===== config.mk =====
export PLATFORM = sky130hd
export DESIGN_NAME = spi_slave_port
export DESIGN_NICKNAME = d
export VERILOG_FILES = /design/src/rtl/spi_slave_port.sv
export SDC_FILE = /design/constraint.sdc
export NUM_CORES = 1
export LEC_CHECK = 0
export BUFFER_PORTS_ARGS = -buffer_cell sky130_fd_sc_hd__buf_2
export CAP_MARGIN = 20
export CELL_PAD_IN_SITES_DETAIL_PLACEMENT = 1
export CELL_PAD_IN_SITES_GLOBAL_PLACEMENT = 1
export CORE_MARGIN = 2
export CORE_UTILIZATION = 46
export CTS_CLUSTER_SIZE = 24
export DETAILED_ROUTE_END_ITERATION = 10
export HOLD_SLACK_MARGIN = 0.1
export PLACE_DENSITY = 0.91
export SLEW_MARGIN = 20
export SYNTH_ARGS = -nofsm -noshare
export SYNTH_HDL_FRONTEND = slang
export SYNTH_SLANG_ARGS = --single-unit

===== constraint.sdc =====
create_clock -name clk -period 3.74 [get_ports clk]
set_clock_uncertainty 0.1 [all_clocks]
set_input_delay 0.187 -clock clk [delete_from_list [all_inputs] [get_ports clk]]
set_output_delay 0.187 -clock clk [all_outputs]
set_load 0.03 [all_outputs]

===== src/rtl/spi_slave_port.sv =====
module spi_slave_port #(
  parameter int DW   = 8,
  parameter int SYNC = 2
) (
  input  logic          clk,
  input  logic          rst_n,
  input  logic          soft_rst,
  input  logic          four_wire,
  input  logic          cpol,
  input  logic          cpha,
  input  logic          sclk,
  input  logic          cs_n,
  input  logic          mosi,
  output logic          miso,
  input  logic          tx_load,
  input  logic [DW-1:0] tx_data,
  input  logic          rx_rd,
  output logic [DW-1:0] rx_data,
  input  logic          ie_wr,
  input  logic [1:0]    ie_din,
  output logic          rx_flag,
  output logic          tx_ready,
  output logic          overrun,
  output logic          frame_err,
  output logic          dma_req,
  output logic          rx_irq,
  output logic          tx_irq
);
  localparam int CW = $clog2(DW);
  localparam logic [CW-1:0] LAST_BIT = CW'(DW - 1);

  logic [SYNC-1:0] sclk_q, cs_q, mosi_q;
  logic            sclk_p, cs_p;
  logic [CW-1:0]   bitcnt;
  logic [DW-1:0]   rx_sh, tx_sh, tx_buf;
  logic [1:0]      ie;

  always_ff @(posedge clk or negedge rst_n)
    if (!rst_n) begin
      sclk_q <= '0;
      cs_q   <= '1;
      mosi_q <= '0;
      sclk_p <= 1'b0;
      cs_p   <= 1'b1;
    end else begin
      sclk_q <= {sclk_q[SYNC-2:0], sclk};
      cs_q   <= {cs_q[SYNC-2:0], cs_n};
      mosi_q <= {mosi_q[SYNC-2:0], mosi};
      sclk_p <= sclk_q[SYNC-1];
      cs_p   <= cs_q[SYNC-1];
    end

  wire sclk_s = sclk_q[SYNC-1];
  wire cs_s   = cs_q[SYNC-1];
  wire rise   = sclk_s & ~sclk_p;
  wire fall   = ~sclk_s & sclk_p;
  wire lead   = cpol ? fall : rise;
  wire trail  = cpol ? rise : fall;
  wire cs_end = four_wire & cs_s & ~cs_p;
  wire active = ~soft_rst & (~four_wire | ~cs_s);
  wire samp   = active & (cpha ? trail : lead);
  wire shft   = active & (cpha ? lead : trail) & (bitcnt != '0);
  wire last   = samp & (bitcnt == LAST_BIT);
  wire [DW-1:0] rx_next = {rx_sh[DW-2:0], mosi_q[SYNC-1]};

  always_ff @(posedge clk or negedge rst_n)
    if (!rst_n) begin
      bitcnt    <= '0;
      rx_sh     <= '0;
      tx_sh     <= '0;
      tx_buf    <= '0;
      rx_data   <= '0;
      tx_ready  <= 1'b1;
      rx_flag   <= 1'b0;
      overrun   <= 1'b0;
      frame_err <= 1'b0;
      dma_req   <= 1'b0;
      ie        <= '0;
    end else if (soft_rst) begin
      bitcnt    <= '0;
      rx_sh     <= '0;
      tx_sh     <= '0;
      tx_buf    <= '0;
      tx_ready  <= 1'b1;
      rx_flag   <= 1'b0;
      overrun   <= 1'b0;
      frame_err <= 1'b0;
      dma_req   <= 1'b0;
      ie        <= '0;
    end else begin
      dma_req <= last;
      if (ie_wr) ie <= ie_din;
      if (rx_rd) rx_flag <= 1'b0;
      if (cs_end) begin
        bitcnt   <= '0;
        rx_sh    <= '0;
        tx_sh    <= '0;
        tx_buf   <= '0;
        tx_ready <= 1'b1;
        if (bitcnt != '0) frame_err <= 1'b1;
      end else begin
        if (samp) begin
          rx_sh  <= rx_next;
          bitcnt <= last ? '0 : bitcnt + 1'b1;
          if (bitcnt == '0) tx_ready <= 1'b1;
        end
        if (last) begin
          rx_data <= rx_next;
          rx_flag <= 1'b1;
          if (rx_flag && !rx_rd) overrun <= 1'b1;
        end
        if (shft)               tx_sh <= {tx_sh[DW-2:0], 1'b0};
        else if (bitcnt == '0) tx_sh <= tx_ready ? '0 : tx_buf;
      end
      if (tx_load) begin
        tx_buf   <= tx_data;
        tx_ready <= 1'b0;
      end
    end

  assign miso   = tx_sh[DW-1];
  assign rx_irq = rx_flag & ie[0];
  assign tx_irq = tx_ready & ie[1];

  p_dma_pulse_r3: assert property (@(posedge clk) disable iff (!rst_n)
    dma_req |=> !dma_req);
  p_dma_flag_r3: assert property (@(posedge clk) disable iff (!rst_n)
    dma_req |-> rx_flag);
  p_ovr_on_byte_r4: assert property (@(posedge clk) disable iff (!rst_n)
    $rose(overrun) |-> dma_req);
  p_soft_clear_r6: assert property (@(posedge clk) disable iff (!rst_n)
    soft_rst |=> (!rx_flag && tx_ready && !overrun && !frame_err && !rx_irq && !tx_irq && bitcnt == '0));
  p_gate_r7: assert property (@(posedge clk) disable iff (!rst_n)
    (four_wire && cs_s) |=> $stable(rx_data));
  p_cs_discard_r8: assert property (@(posedge clk) disable iff (!rst_n)
    (cs_end && !soft_rst) |=> (bitcnt == '0 && tx_ready));
endmodule


# Word level (Yosys, flattened, before mapping)
# Index checks and enable logic that the tools add are counted.
[totals]
output_inout_bits = 16
wordCells = 94
regBits = 49
input_bits = 22
[op_classes]
eq_ne = 2
bitwise_logic = 19
mux = 38
n_reduce_logical = 18
addsub = 1
[op_table]
columns = ["cell", "count"]
rows = [
  ["$mux W8", 8],
  ["$mux W1", 21],
  ["$mux W7", 3],
  ["$mux W3", 4],
  ["$reduce_bool A4 Y1", 3],
  ["$and A1 B1 Y1", 11],
  ["$reduce_bool A2 Y1", 5],
  ["$reduce_bool A3 Y1", 3],
  ["$not A1 Y1", 7],
  ["$reduce_and A3 Y1", 2],
  ["$mux W2", 2],
  ["$reduce_and A2 Y1", 2],
  ["$add A3 B1 Y3 const B", 1],
  ["$eq A3 B3 Y1 const B", 1],
  ["$logic_not A3 Y1", 1],
  ["$ne A2 B2 Y1 const B", 1],
  ["$logic_and A1 B1 Y1", 1],
  ["$logic_not A1 Y1", 1],
  ["$or A1 B1 Y1", 1],
]

# Longest topological paths before layout
[logic_depth]
ltp_word = 10
ltp_mapped = 7
ltp_nobuf = 6

# Worst setup path after synthesis
# No wires, ideal clock.
[synth_path]
kind = "reg-to-reg"
startpoint = "register cs_q[1]"
endpoint = "register tx_sh[1]"
arrival_time_ps = 1401
required_time_ps = 3514
path_buffers = 1
setup_time_ps = 126
synth_period_minus_slack_ps = 1627
stages_incl_launch_ff = 6
path_slack_ps = 2113
path_cell_list = "dfstp_2 nand3b_1 nand2b_1 clkbuf_1 nor2_1 a221o_1"
[synth_between]
elab_chain_len = 8
word_cells_on_any_way = 11
cone_classes = "mux (3); bitwise (7); reduce/logical (1)"
[synth_lines]
columns = ["item", "line", "source"]
rows = [
  ["start, declared", "32", "logic [SYNC-1:0] sclk_q, cs_q, mosi_q;"],
  ["start signal, assigned", "47", "cs_q <= {cs_q[SYNC-2:0], cs_n};"],
  ["$not A1 Y1", "60", "wire active = ~soft_rst & (~four_wire | ~cs_s);"],
  ["$or A1 B1 Y1", "60", ""],
  ["$and A1 B1 Y1", "60", ""],
  ["$and A1 B1 Y1 (2 in a row)", "62", "wire shft = active & (cpha ? lead : trail) & (bitcnt != '0);"],
  ["$mux W8", "112", "if (shft) tx_sh <= {tx_sh[DW-2:0], 1'b0};"],
  ["$mux W8", "94", "if (cs_end) begin"],
  ["$mux W8", "79", "end else if (soft_rst) begin"],
  ["end signal, assigned", "112", ""],
  ["end signal, assigned", "113", "else if (bitcnt == '0) tx_sh <= tx_ready ? '0 : tx_buf;"],
  ["end, declared", "35", "logic [DW-1:0] rx_sh, tx_sh, tx_buf;"],
]
# Parallel ways exist; a longest one is shown, timed or not.
# A chain may end at the register's enable or synchronous reset.

# Worst setup path after layout
[layout_path]
startpoint = "register cs_p"
endpoint = "register tx_sh[2]"
[layout_between]
elab_chain_len = 4
word_cells_on_any_way = 5
cone_classes = "mux (2); bitwise (2); reduce/logical (1)"
[layout_lines]
columns = ["item", "line", "source"]
rows = [
  ["start, declared", "33", "logic sclk_p, cs_p;"],
  ["start signal, assigned", "50", "cs_p <= cs_q[SYNC-1];"],
  ["$not A1 Y1 *", "59", "wire cs_end = four_wire & cs_s & ~cs_p;"],
  ["$and A1 B1 Y1 *", "59", ""],
  ["$mux W8", "94", ""],
  ["$mux W8", "79", ""],
]
# Mark *: on every way between the ends. The rest lies on a longest branch, timed or not.

==> flow_summary.toml <==
[outcome]
status = "finished, final reports clean"

[grt]
grt_pass1_wl_mm = 8.618
track_usage = 0.2199
grt_max_degree = 50
antenna_found_initial = 0
grt_pass1_vias = 1787
overflow = 0

[critical_path]
crit_required_ns = 3.88
cp-start-kind = "flip-flop"
arrival_ns = 2.16
critPathMaxFanout = 14
critical_path_class = "reg2reg"
cp-end-kind = "flip-flop"

[drt]
route.met2.wl_mm = 2.534
wl_per_cell_um = 17.47
via_per_inst = 5.576
wirelength_mm = 5.031
drt_iter0_markers = 116
antenna_left = 0
drc = 0
wl_met1_mm = 2.213
vias = 1606
met3_length_um = 179
drtPass1Iterations = 4
top_layer = "met4"

[die]
io_pins = 38
core_area_um2 = 4384
die-height_um = 71.52
die-area_um2 = 5115
start_util = 0.4783
row_count = 24
die_w_um = 71.52

[sta]
rsz0062_at_grt = "no"
fin_setup_tns_ns = 0
timing.fmax_mhz = 494.1
drv_slew = 0
finalHoldViolCount = 0
relSlewSlack = 0.4683
min_period_over_period = 0.5411
post-route-min-period_ns = 2.024
setup_viol = 0
tightestPinTransition_ns = 0.7946

[clocking]
cts_hold_buf = 17
cts-htree-levels = 2
cts_setup_buffers = 0
cts_resized = 0
cts_max_path_buffers = 2
clkLatencyLatePin_ns = 0.31
clock-sinks = 49
root_buffer = "clkbuf_8"
clk_pin_slew_ns = 0.08
cts_buffers = 5
cts_tree = "done"

[logic_synthesis]
synth-edff-count = 0
ys_warn_count = 0
synthCells = 180
ys_types = 37
avgSynthCellArea_um2 = 11.65
syn_nets = 205
ys_seq_elements = 49
synthFlopType = "dfrtp_1"
ys_seq_area_frac = 0.5871
syn_area_um2 = 2097
async_flop_share = 1.000

[pwr]
ir_drop_v = 0.0002091
power_uw = 972.1
p_leak_nw = 1.259
power_density_nw_per_um2 = 376.0

[layout]
nets = 260
layout_common_cells = "dfrtp_1 (45), buf_2 (36), dlygate4sd3_1 (17)"
final_layout_size_suffix_gt1_frac = 0.2542
layout_commonest_cell = "dfrtp_1"
area_growth_pct = 23.27
diodes = 0

[run]
drv_cap = 0

[placement]
gp_routability_congestion = 0.7667
io_buffer_count = 37
dp_hpwl_mm = 3.136

[worst_hold_path]
hold_path_class = "in2reg"
-- Yosys cell counts (2+ instances only) --
library cell | count | area share
a21oi_1 | 12 | 0.029
a221o_1 | 6 | 0.029
a31oi_1 | 2 | 0.0060
and2_1 | 3 | 0.0090
and3_1 | 6 | 0.018
clkbuf_1 | 6 | 0.011
dfrtp_1 | 45 | 0.54
dfstp_2 | 4 | 0.050
ha_1 | 3 | 0.018
inv_1 | 6 | 0.011
mux2_2 | 9 | 0.048
mux2i_1 | 3 | 0.014
nand2_1 | 15 | 0.027
nand2b_1 | 3 | 0.0090
nand3_1 | 6 | 0.014
nand3b_1 | 10 | 0.036
nand4b_1 | 2 | 0.0084
nor2_1 | 9 | 0.016
o211ai_1 | 2 | 0.0072
o21ai_0 | 6 | 0.014
o31ai_1 | 6 | 0.021
-- worst max-delay path: stages (launching register included) --
cell and delay (ns):
dfstp_2 0.53, and3b_1 0.19, nor2_1 0.61, o211a_1 0.36
a221o_1 0.17
-- stage by stage --
| step | util | hold WS [ns] | cells | cell area (um2) | worst slack, ns |
|---|---|---|---|---|---|
| floorplan | - | -0.2086 | 180 | 2097 | 2.113 |
| global placement | 0.5308 | 0.1938 | 263 | 2327 | 1.838 |
| detailed placement | 0.5308 | 0.1976 | 263 | 2327 | 1.754 |
| CTS | 0.5890 | 0.1350 | 288 | 2582 | 1.709 |
| global route | 0.5896 | 0.1640 | 288 | 2585 | 1.536 |
| finish | 0.5896 | 0.1490 | 288 | 2585 | 1.716 |
-- layer usage --
metal,vias to the layer above,GRT usage
li1,758,-
met1,803,0.2896
met2,37,0.3621
met3,8,0.04219
met4,0,0.08386
met5,-,0
-- cell families after synthesis --
family | count (synthesis) | share of synthesized area
AND/OR/NAND/NOR | 62 | 0.1683
flip-flops | 49 | 0.5871
AO/OA/AOI/OAI | 39 | 0.1259
buffers and inverters | 13 | 0.02386
multiplexers | 13 | 0.06921
adder cells (fa/ha/maj) | 3 | 0.01790
XOR/XNOR | 1 | 0.007759
-- state kept, by name (all words and copies together), names as in the netlist, 2 cells and up --
signal,cells
bitcnt,3
cs_q,2
ie,2
mosi_q,2
rx_data,8
rx_sh,7
sclk_q,2
tx_buf,8
tx_sh,8
-- path summary, 6_finish.rpt --
kind,start,endpoint,slack [ns],depth (start not counted)
setup / recovery,cs_p,tx_sh[2],1.72,4
hold reg to reg,mosi_q[0],mosi_q[1],0.26,0
hold / removal,tx_load,tx_buf[2],0.15,3
min in group asynchronous,rst_n,rx_sh[2],0.35,2
max in group asynchronous,rst_n,tx_sh[7],2.80,2
setup reg to reg,cs_p,tx_sh[2],1.72,4
-- layout make-up --
cell class / count / area (um2)
repair buffers: 55 / 365.4
clock inverters: 1 / 8.758
flip-flops and latches: 49 / 1231
well taps: 52 / 65.06
clock buffers: 7 / 76.32
multi-input cells: 118 / 815.8
inverters: 6 / 22.52
fillers: 468 / 1799
-- power breakdown --
part	internal [mW]	switching, mW	leakage (nW)	total (mW)
sequential	0.546	0.0103	0.651	0.556
combinational	0.0433	0.0657	0.565	0.109
clock	0.134	0.173	0.0424	0.307
total	0.723	0.249	1.26	0.972
Power figures use the tool's default switching activity.
